<file path="src/rtl/sdram_sched_pkg.sv">
package sdram_sched_pkg;

  typedef enum logic [1:0] {
    OP_IDLE          = 2'd0,
    OP_PRECHARGE_ALL = 2'd1,
    OP_AUTO_REFRESH  = 2'd2,
    OP_LOAD_MODE     = 2'd3
  } init_op_e;

  typedef enum logic [2:0] {
    ST_POWER_WAIT,
    ST_PRECHARGE,
    ST_REFRESH,
    ST_LOAD_MODE,
    ST_READY
  } init_state_e;

endpackage

</file>
<file path="src/rtl/sched_reset_sync.sv">
module sched_reset_sync #(
  parameter int STAGES = 2
) (
  input  logic clk,
  input  logic rst_n,
  output logic rst_sync_n
);

  logic [STAGES-1:0] sync_q;

  always_ff @(posedge clk or negedge rst_n) begin
    if (!rst_n) sync_q <= '0;
    else        sync_q <= {sync_q[STAGES-2:0], 1'b1};
  end

  assign rst_sync_n = sync_q[STAGES-1];

endmodule

</file>
<file path="src/rtl/sched_init_seq.sv">
module sched_init_seq
  import sdram_sched_pkg::*;
#(
  parameter int POWERUP_CLKS   = 10000,
  parameter int TRC_CLKS       = 7,
  parameter int INIT_REFRESHES = 8,
  parameter int MRS_WAIT_CLKS  = 2
) (
  input  logic     clk,
  input  logic     rst_n,
  output logic     cmd_valid,
  output init_op_e cmd_op,
  output logic     done
);

  localparam int CMAX_A = (POWERUP_CLKS > TRC_CLKS) ? POWERUP_CLKS : TRC_CLKS;
  localparam int CMAX   = (CMAX_A > MRS_WAIT_CLKS) ? CMAX_A : MRS_WAIT_CLKS;
  localparam int CW     = $clog2(CMAX + 1);
  localparam int NW     = $clog2(INIT_REFRESHES + 1);
  localparam logic [CW-1:0] PWR_LAST = CW'(POWERUP_CLKS - 1);
  localparam logic [CW-1:0] TRC_LAST = CW'(TRC_CLKS - 1);
  localparam logic [CW-1:0] MRS_LAST = CW'(MRS_WAIT_CLKS - 1);
  localparam logic [NW-1:0] REF_LAST = NW'(INIT_REFRESHES - 1);

  init_state_e   state_q, state_d;
  logic [CW-1:0] cnt_q, cnt_d;
  logic [NW-1:0] nref_q, nref_d;
  logic          step_en;

  always_comb begin
    state_d   = state_q;
    cnt_d     = cnt_q + 1'b1;
    nref_d    = nref_q;
    cmd_valid = 1'b0;
    cmd_op    = OP_IDLE;
    case (state_q)
      ST_POWER_WAIT: begin
        if (cnt_q == PWR_LAST) begin
          state_d = ST_PRECHARGE;
          cnt_d   = '0;
        end
      end
      ST_PRECHARGE: begin
        if (cnt_q == '0) begin
          cmd_valid = 1'b1;
          cmd_op    = OP_PRECHARGE_ALL;
        end
        if (cnt_q == TRC_LAST) begin
          state_d = ST_REFRESH;
          cnt_d   = '0;
          nref_d  = '0;
        end
      end
      ST_REFRESH: begin
        if (cnt_q == '0) begin
          cmd_valid = 1'b1;
          cmd_op    = OP_AUTO_REFRESH;
        end
        if (cnt_q == TRC_LAST) begin
          cnt_d = '0;
          if (nref_q == REF_LAST) state_d = ST_LOAD_MODE;
          else                    nref_d  = nref_q + 1'b1;
        end
      end
      ST_LOAD_MODE: begin
        if (cnt_q == '0) begin
          cmd_valid = 1'b1;
          cmd_op    = OP_LOAD_MODE;
        end
        if (cnt_q == MRS_LAST) begin
          state_d = ST_READY;
          cnt_d   = '0;
        end
      end
      default: cnt_d = cnt_q;
    endcase
  end

  assign step_en = (state_q != ST_READY);

  always_ff @(posedge clk or negedge rst_n) begin
    if (!rst_n) begin
      state_q <= ST_POWER_WAIT;
      cnt_q   <= '0;
      nref_q  <= '0;
    end else if (step_en) begin
      state_q <= state_d;
      cnt_q   <= cnt_d;
      nref_q  <= nref_d;
    end
  end

  assign done = (state_q == ST_READY);

endmodule

</file>
<file path="src/rtl/sched_refresh_timer.sv">
module sched_refresh_timer #(
  parameter int INTERVAL      = 1560,
  parameter int BACKLOG_LIMIT = 8
) (
  input  logic clk,
  input  logic rst_n,
  input  logic enable,
  input  logic ack,
  output logic req,
  output logic overrun
);

  localparam int IW = $clog2(INTERVAL);
  localparam int BW = $clog2(BACKLOG_LIMIT + 1);
  localparam logic [IW-1:0] INT_LAST = IW'(INTERVAL - 1);
  localparam logic [BW-1:0] PEND_MAX = BW'(BACKLOG_LIMIT);

  logic [IW-1:0] cnt_q, cnt_d;
  logic [BW-1:0] pend_q, pend_d;
  logic          ovr_q, ovr_d;
  logic          tick, take, pend_en;

  assign tick = enable && (cnt_q == INT_LAST);
  assign take = ack && (pend_q != '0);

  always_comb begin
    cnt_d   = tick ? '0 : cnt_q + 1'b1;
    pend_d  = pend_q;
    ovr_d   = ovr_q;
    pend_en = 1'b0;
    if (tick && !take) begin
      if (pend_q == PEND_MAX) begin
        ovr_d = 1'b1;
      end else begin
        pend_d  = pend_q + 1'b1;
        pend_en = 1'b1;
      end
    end else if (!tick && take) begin
      pend_d  = pend_q - 1'b1;
      pend_en = 1'b1;
    end
  end

  always_ff @(posedge clk or negedge rst_n) begin
    if (!rst_n)      cnt_q <= '0;
    else if (enable) cnt_q <= cnt_d;
  end

  always_ff @(posedge clk or negedge rst_n) begin
    if (!rst_n)       pend_q <= '0;
    else if (pend_en) pend_q <= pend_d;
  end

  always_ff @(posedge clk or negedge rst_n) begin
    if (!rst_n)    ovr_q <= 1'b0;
    else if (tick) ovr_q <= ovr_d;
  end

  assign req     = (pend_q != '0);
  assign overrun = ovr_q;

endmodule

</file>
<file path="src/rtl/sdram_refresh_sched.sv">
module sdram_refresh_sched
  import sdram_sched_pkg::*;
#(
  parameter int POWERUP_CLKS     = 10000,
  parameter int TRC_CLKS         = 7,
  parameter int INIT_REFRESHES   = 8,
  parameter int MRS_WAIT_CLKS    = 2,
  parameter int REFRESH_INTERVAL = 1560,
  parameter int BACKLOG_LIMIT    = 8,
  parameter int SYNC_STAGES      = 2
) (
  input  logic       clk,
  input  logic       rst_n,
  input  logic       refresh_ack,
  output logic       refresh_req,
  output logic       init_cmd_valid,
  output logic [1:0] init_cmd_op,
  output logic       init_done,
  output logic       refresh_overrun
);

  logic     rst_int_n;
  init_op_e seq_op;

  sched_reset_sync #(
    .STAGES(SYNC_STAGES)
  ) i_rst_sync (
    .clk       (clk),
    .rst_n     (rst_n),
    .rst_sync_n(rst_int_n)
  );

  sched_init_seq #(
    .POWERUP_CLKS  (POWERUP_CLKS),
    .TRC_CLKS      (TRC_CLKS),
    .INIT_REFRESHES(INIT_REFRESHES),
    .MRS_WAIT_CLKS (MRS_WAIT_CLKS)
  ) i_init_seq (
    .clk      (clk),
    .rst_n    (rst_int_n),
    .cmd_valid(init_cmd_valid),
    .cmd_op   (seq_op),
    .done     (init_done)
  );

  sched_refresh_timer #(
    .INTERVAL     (REFRESH_INTERVAL),
    .BACKLOG_LIMIT(BACKLOG_LIMIT)
  ) i_refresh_timer (
    .clk    (clk),
    .rst_n  (rst_int_n),
    .enable (init_done),
    .ack    (refresh_ack),
    .req    (refresh_req),
    .overrun(refresh_overrun)
  );

  assign init_cmd_op = seq_op;

endmodule

</file>
<file path="config.mk">
export PLATFORM = sky130hd
export DESIGN_NAME = sdram_refresh_sched
export DESIGN_NICKNAME = d
export VERILOG_FILES = /design/src/rtl/sdram_sched_pkg.sv /design/src/rtl/sched_reset_sync.sv /design/src/rtl/sched_init_seq.sv /design/src/rtl/sched_refresh_timer.sv /design/src/rtl/sdram_refresh_sched.sv
export SDC_FILE = /design/constraint.sdc
export NUM_CORES = 1
export LEC_CHECK = 0
export BUFFER_PORTS_ARGS = -buffer_cell sky130_fd_sc_hd__clkbuf_2
export CAP_MARGIN = 20
export CORE_ASPECT_RATIO = 0.5
export CORE_MARGIN = 4
export CORE_UTILIZATION = 35
export DETAILED_ROUTE_END_ITERATION = 10
export GPL_ROUTABILITY_DRIVEN = 1
export SLEW_MARGIN = 30
export SYNTH_ARGS = -nofsm -noshare
export SYNTH_HDL_FRONTEND = slang
export SYNTH_SLANG_ARGS = --single-unit
</file>
<file path="constraint.sdc">
create_clock -name clk -period 3.2 [get_ports clk]
set_input_delay 0.8 -clock clk [delete_from_list [all_inputs] [get_ports clk]]
set_output_delay 0.8 -clock clk [all_outputs]
set_load 0.05 [all_outputs]
</file>
# Word level (Yosys, flattened, before mapping)
# Index checks and enable logic that the tools add are counted.
classes:
  n_eq_ne: 18
  n_addsub: 5
  mux: 27
  n_reduce_logical: 20
ops:
  columns: ["op", "n"]
  rows:
  - ["two-way mux 14 bit", 3]
  - ["case mux 14 bit (3 select lines)", 1]
  - ["two-way mux 4 bit", 6]
  - ["two-way mux 3 bit", 5]
  - ["adder 14 x 1 -> 14 bit, second input constant", 1]
  - ["== test 14 x 1 -> 1 bit, second input constant", 1]
  - ["== test 14 bit, second input constant", 1]
  - ["== test 14 x 3 -> 1 bit, second input constant", 1]
  - ["zero test 14 bit", 1]
  - ["case mux 3 bit (4 select lines)", 1]
  - ["adder 11 x 1 -> 11 bit, second input constant", 1]
  - ["== test 11 bit, second input constant", 1]
  - ["two-way mux 11 bit", 1]
  - ["inequality test 2 x 1 -> 1 bit, second input constant", 5]
  - ["adder 4 x 1 -> 4 bit, second input constant", 2]
  - ["case mux 4 bit (2 select lines)", 1]
  - ["nonzero test 4 bit", 2]
  - ["AND reduction 7 bit", 1]
  - ["== test 3 x 2 -> 1 bit, second input constant", 2]
  - ["two-way mux 1 bit", 6]
  - ["case mux 2 bit (3 select lines)", 1]
  - ["AND reduction 3 bit", 2]
  - ["AND reduction 5 bit", 1]
  - ["== test 4 x 3 -> 1 bit, second input constant", 1]
  - ["15 further kinds", 22]
word_totals:
  input_bits: 3
  register_bits: 39
  wordCells: 77
  output_inout_bits: 6

# Longest topological paths before layout
logic_depth:
  depth_word: 7
  depth_mapped: 9
  ltp_nobuf: 9

# Modules after synthesis
# From an unflattened synthesis, not the netlist that was laid out.
unflattened:
  cells_unflattened: 235
  area_unflattened_um2: 2243.4
modules_own_cells:
  columns: ["mod", "cells_per_inst", "instances", "seq_area_each_um2", "area_per_inst_um2"]
  rows:
  - ["sched_init_seq", 144, 1, 525.5, 1291.2]
  - ["sched_refresh_timer", 88, 1, 400.4, 898.4]
  - ["sched_reset_sync", 3, 1, 50.0, 53.8]

# Least setup slack after synthesis
# No wires, ideal clock.
synth_path:
  kind: "register -> register"
  start: "register i_refresh_timer.pend_q[0]"
  end: "register i_refresh_timer.pend_q[3]"
  slack_ns: 0.665
  period_less_slack_ns: 2.535
  setup_time_ns: 0.082
  arrival_ns: 2.453
  required_ns: 3.118
  stages_incl_launch_ff: 9
  cell_sequence: "dfrtp_1 -> or4_4 -> nand2_1 -> nand4b_1 -> ha_1 -> a21oi_1 -> and4b_1 -> mux2i_1 -> o22ai_1"
synth_via:
  elab_chain_len: 6
  word_cells_on_any_way: 17
synth_rtl:
  columns: ["element", "line", "rtl"]
  rows:
  - ["from (decl)", "sched_refresh_timer.sv:19", "logic [BW-1:0] pend_q, pend_d;"]
  - ["from (signal assigned)", "sched_refresh_timer.sv:51", "else if (pend_en) pend_q <= pend_d;"]
  - ["nonzero test 4 bit (*)", null, null]
  - ["via refresh_req", "sdram_refresh_sched.sv:15", "output logic refresh_req,"]
  - ["logical AND 1 bit (*)", "sched_refresh_timer.sv:24", "assign take = ack && (pend_q != '0);"]
  - ["logical AND 1 bit / zero test 1 bit (equally long branches)", "sched_refresh_timer.sv:38, sched_refresh_timer.sv:31", null]
  - ["two-way mux 1 bit / logical AND 1 bit (equally long branches)", "sched_refresh_timer.sv:38, sched_refresh_timer.sv:31", null]
  - ["two-way mux 1 bit (tied with other cells)", "sched_refresh_timer.sv:31", "if (tick && !take) begin"]
  - ["AND reduction 3 bit (no line)", null, null]
# Mark *: on every way through the listed nets, which the timed path passes. The rest lies on a longest branch. The select of a mux whose other input is x is not followed.
# A chain may end at the register's enable or synchronous reset.

# Worst setup path in the final report
layout_path:
  start: "register i_init_seq.cnt_q[7]"
  end: "output port init_cmd_op[1]"
layout_via:
  elab_chain_len: 3
  word_cells_on_any_way: 4
layout_rtl:
  columns: ["element", "line", "rtl"]
  rows:
  - ["from (decl)", "sched_init_seq.sv:26", "logic [CW-1:0] cnt_q, cnt_d;"]
  - ["from (signal assigned)", "sched_init_seq.sv:88", "cnt_q <= cnt_d;"]
  - ["zero test 14 bit (*)", "sched_init_seq.sv:55, sched_init_seq.sv:66", null]
  - ["two-way mux 2 bit, on equally long branches", "sched_init_seq.sv:66, sched_init_seq.sv:55", null]
  - ["case mux 2 bit (3 select lines) (*)", "sched_init_seq.sv:36", "case (state_q)"]
  - ["to (decl)", "sdram_refresh_sched.sv:17", "output logic [1:0] init_cmd_op,"]
# Every way passes the cells marked *; elsewhere a longest branch is shown, timed or not.

==> flow_metrics.py <==
metrics = {
    "place": {
        "portBuffers": 8,
        "gp_congestion": 0.823,
        "dp_hpwl_um": 3150,
        "placed_area_um2": 2440,
    },
    "worst_setup_path": {
        "rr_worst_depth": 8,
        "reg2reg_slack_ps": 480,
        "path_cells": "nor4_4 > and3_1 > and4b_1 > and2_1 > clkbuf_2",
        "crit_fanout": 9,
        "crit_required_ps": 2400,
        "cp-startpoint": "i_init_seq.cnt_q[7]",
        "slowest_delay_ps": 430,
        "critical_path_class": "reg -> out",
        "endpoint_kind": "primary output",
        "rr_endpoint": "i_refresh_timer.pend_q[3]",
        "crit_slowest_cell": "dfrtp_1",
        "reg2reg_from": "i_refresh_timer.pend_q[0]",
        "arrival_ps": 2170,
        "critPathLaunchType": "register",
    },
    "status": {
        "status": "finished, final reports clean",
    },
    "power_and_ir_drop": {
        "switching_share": 0.284,
        "pwr-share-comb": 0.183,
        "power.density_nw_per_um2": 491,
        "p_leak_nw": 1.13,
        "seqPwrFrac": 0.441,
        "p_sw_w": 0.000359,
        "clkPwrFrac": 0.376,
        "p_int_w": 0.000906,
        "irDropWorstVdd_mv": 0.196,
    },
    "final_layout": {
        "drive_gt1_frac": 0.109,
        "area_growth_syn_to_layout_pct": 10.6,
        "nNetsFinal": 249,
        "final_area_um2": 2580,
        "diodes": 0,
    },
    "global_routing": {
        "grt-ovfl-total": 0,
        "grt_first_pass_wirelength_um": 8040,
        "grt_start_max_net_pins": 38,
        "track_usage": 0.124,
        "antenna_found_initial": 0,
        "grt_pass1_vias": 1715,
    },
    "floorplanning": {
        "die-area_um2": 8100,
        "fp.dieH_um": 65.7,
        "die_w_um": 123,
        "core_um2": 6260,
        "num_rows": 20,
        "io_pins": 9,
        "initial_core_util": 0.372,
    },
    "clock_tree": {
        "post_cts_buffers": 0,
        "worstSkewPairLatency_ps": 280,
        "cts_made_buffers": 5,
        "root_buffer": "clkbuf_16",
        "clkTransAtPathRegs_ps": 60,
        "cts_tree": "done",
        "clock_path_buffers": 2,
        "htreeDepth": 2,
        "cts_resized": 0,
        "cts.sinks": 39,
        "cts_hold_buf": 0,
    },
    "synthesis": {
        "yosysTopAreaCell": "dfrtp_1",
        "yosysTopAreaCellShare": 0.419,
        "syn_inst": 229,
        "synth-seq-area-share": 0.419,
        "synth.area.top_cells": "dfrtp_1 (42%), xor2_1 (4.9%), ha_1 (4.3%)",
        "synth_warnings": 0,
        "synth_edf_count": 0,
        "syn_area_per_cell_um2": 10.2,
        "ys_types": 63,
        "netlist_area_um2": 2330,
        "async_reset_ff_frac": 1.00,
        "synth-seq-cells": 39,
        "yosysMostFrequentCell": "dfrtp_1",
        "synth_flop_cell": "dfrtp_1",
        "synthTopCellsByCount": "dfrtp_1 (39), nand3_1 (18), nand2_1 (13), xor2_1 (13), nor2_1 (12)",
        "synth.net_count": 241,
    },
    "detailed_routing": {
        "drtPass1Iterations": 4,
        "antenna_left": 0,
        "dr_total_vias": 1758,
        "viasPerCell": 5.39,
        "wl_per_cell_um": 14.1,
        "drc_errors": 0,
        "first_iter_violations": 117,
        "finalWirelength_um": 4590,
    },
    "flow_run": {
        "timing.max_cap.violations": 0,
    },
    "timing": {
        "slew_headroom": 0.611,
        "setup_viol": 0,
        "slew_viol_final": 0,
        "hold_viol_final": 0,
        "worst_pin_slew_ps": 584,
        "setup_tns_ps": 0,
        "rsz0062_at_grt": "false",
        "post-route-period-util": 0.929,
        "min_period_ps": 2970,
        "finClkSkew_ps": 3.98,
        "max_freq_mhz": 336,
    },
    "worst_hold_path": {
        "hold_path_class": "reg -> async",
    },
}
-- sequential cells by signal, indices dropped and copies added, names as in the netlist --
name	cells
i_init_seq.nref_q	4
i_refresh_timer.pend_q	4
i_rst_sync.sync_q	2
i_init_seq.cnt_q	14
i_refresh_timer.overrun	1
i_refresh_timer.cnt_q	11
i_init_seq.state_q	3
-- worst max-delay path by stage --
stage,end,cells past startpoint
after global routing,init_cmd_op[1],5
after global placement,init_cmd_op[0],5
after detailed placement,i_refresh_timer.pend_q[3],8
after CTS,init_cmd_op[1],5
after floorplan,i_refresh_timer.pend_q[3],8
final,init_cmd_op[1],5
-- metrics by stage --
stage / std cells / util / power [W] / worst slack [ps] / hold slack, ps
2_1_floorplan: 229 / - / 0.000747 / 665 / 331
3_3_place_gp: 318 / 0.390 / 0.000787 / 606 / 299
3_5_place_dp: 318 / 0.390 / 0.000795 / 547 / 317
4_1_cts: 326 / 0.412 / 0.00128 / 221 / 291
5_1_grt: 326 / 0.412 / 0.00135 / 80.8 / 289
6_report: 326 / 0.412 / 0.00126 / 226 / 290
-- metal layers --
metal	global-route usage	wire length, um	vias up
met1	0.162	2270	863
met4	0.0372	45	0
met2	0.205	2120	28
met3	0.0292	154	5
met5	0	0	-
li1	-	-	862
-- cells in the final DEF, fill, tap and decap left out, types with 4 or more instances in the layout --
cell        n
ha_1        8
nor2_1     12
xnor2_1    10
a21o_1      4
clkbuf_2    8
and4b_1     4
clkbuf_16   5
xor2_1     13
nand4_1     5
a21oi_1    11
nor3_1      4
inv_1       6
nand2_1    13
nand3_1    18
dfrtp_1    39
and2_1      9
o21ai_0     4
-- cells by family (layout without fill, tap and decap cells) --
group | Yosys count | count (layout) | synth area share
and+or+nand+nor | 96 | 96 | 0.257
AOI/OAI and AO/OA | 43 | 43 | 0.136
DFF | 39 | 39 | 0.419
xor gates and xnor gates | 23 | 23 | 0.0865
buffers and inverters | 14 | 23 | 0.0306
adders and majority gates | 9 | 9 | 0.0516
muxes | 4 | 4 | 0.0177
other | 1 | 1 | 0.00161
-- layout make-up --
class                           count  area (um^2)
Fill cell                         616         3680
Multi-Input combinational cell    176         1280
Sequential cell                    39          976
Clock buffer                        7          133
Tap cell                           88          110
Timing Repair Buffer                9         47.5
Inverter                            6         22.5
Clock inverter                      1         5.00
-- critical path, delay by kind of cell (launching register included) --
kind | cells | cell delay, ps
simple gates | 4 | 1190
flops | 1 | 430
buf+inv | 1 | 270
-- power groups by stage --
| stage | clock [W] | combinational, W | sequential (W) |
|---|---|---|---|
| after global placement | 0 | 0.000221 | 0.000566 |
| final | 0.000475 | 0.000231 | 0.000558 |
| after global routing | 0.000515 | 0.000269 | 0.000565 |
| after CTS | 0.000490 | 0.000232 | 0.000558 |
| after floorplan | 0 | 0.000183 | 0.000564 |
| after detailed placement | 0 | 0.000228 | 0.000567 |
Note: power is estimated with default switching activity, not from simulation.
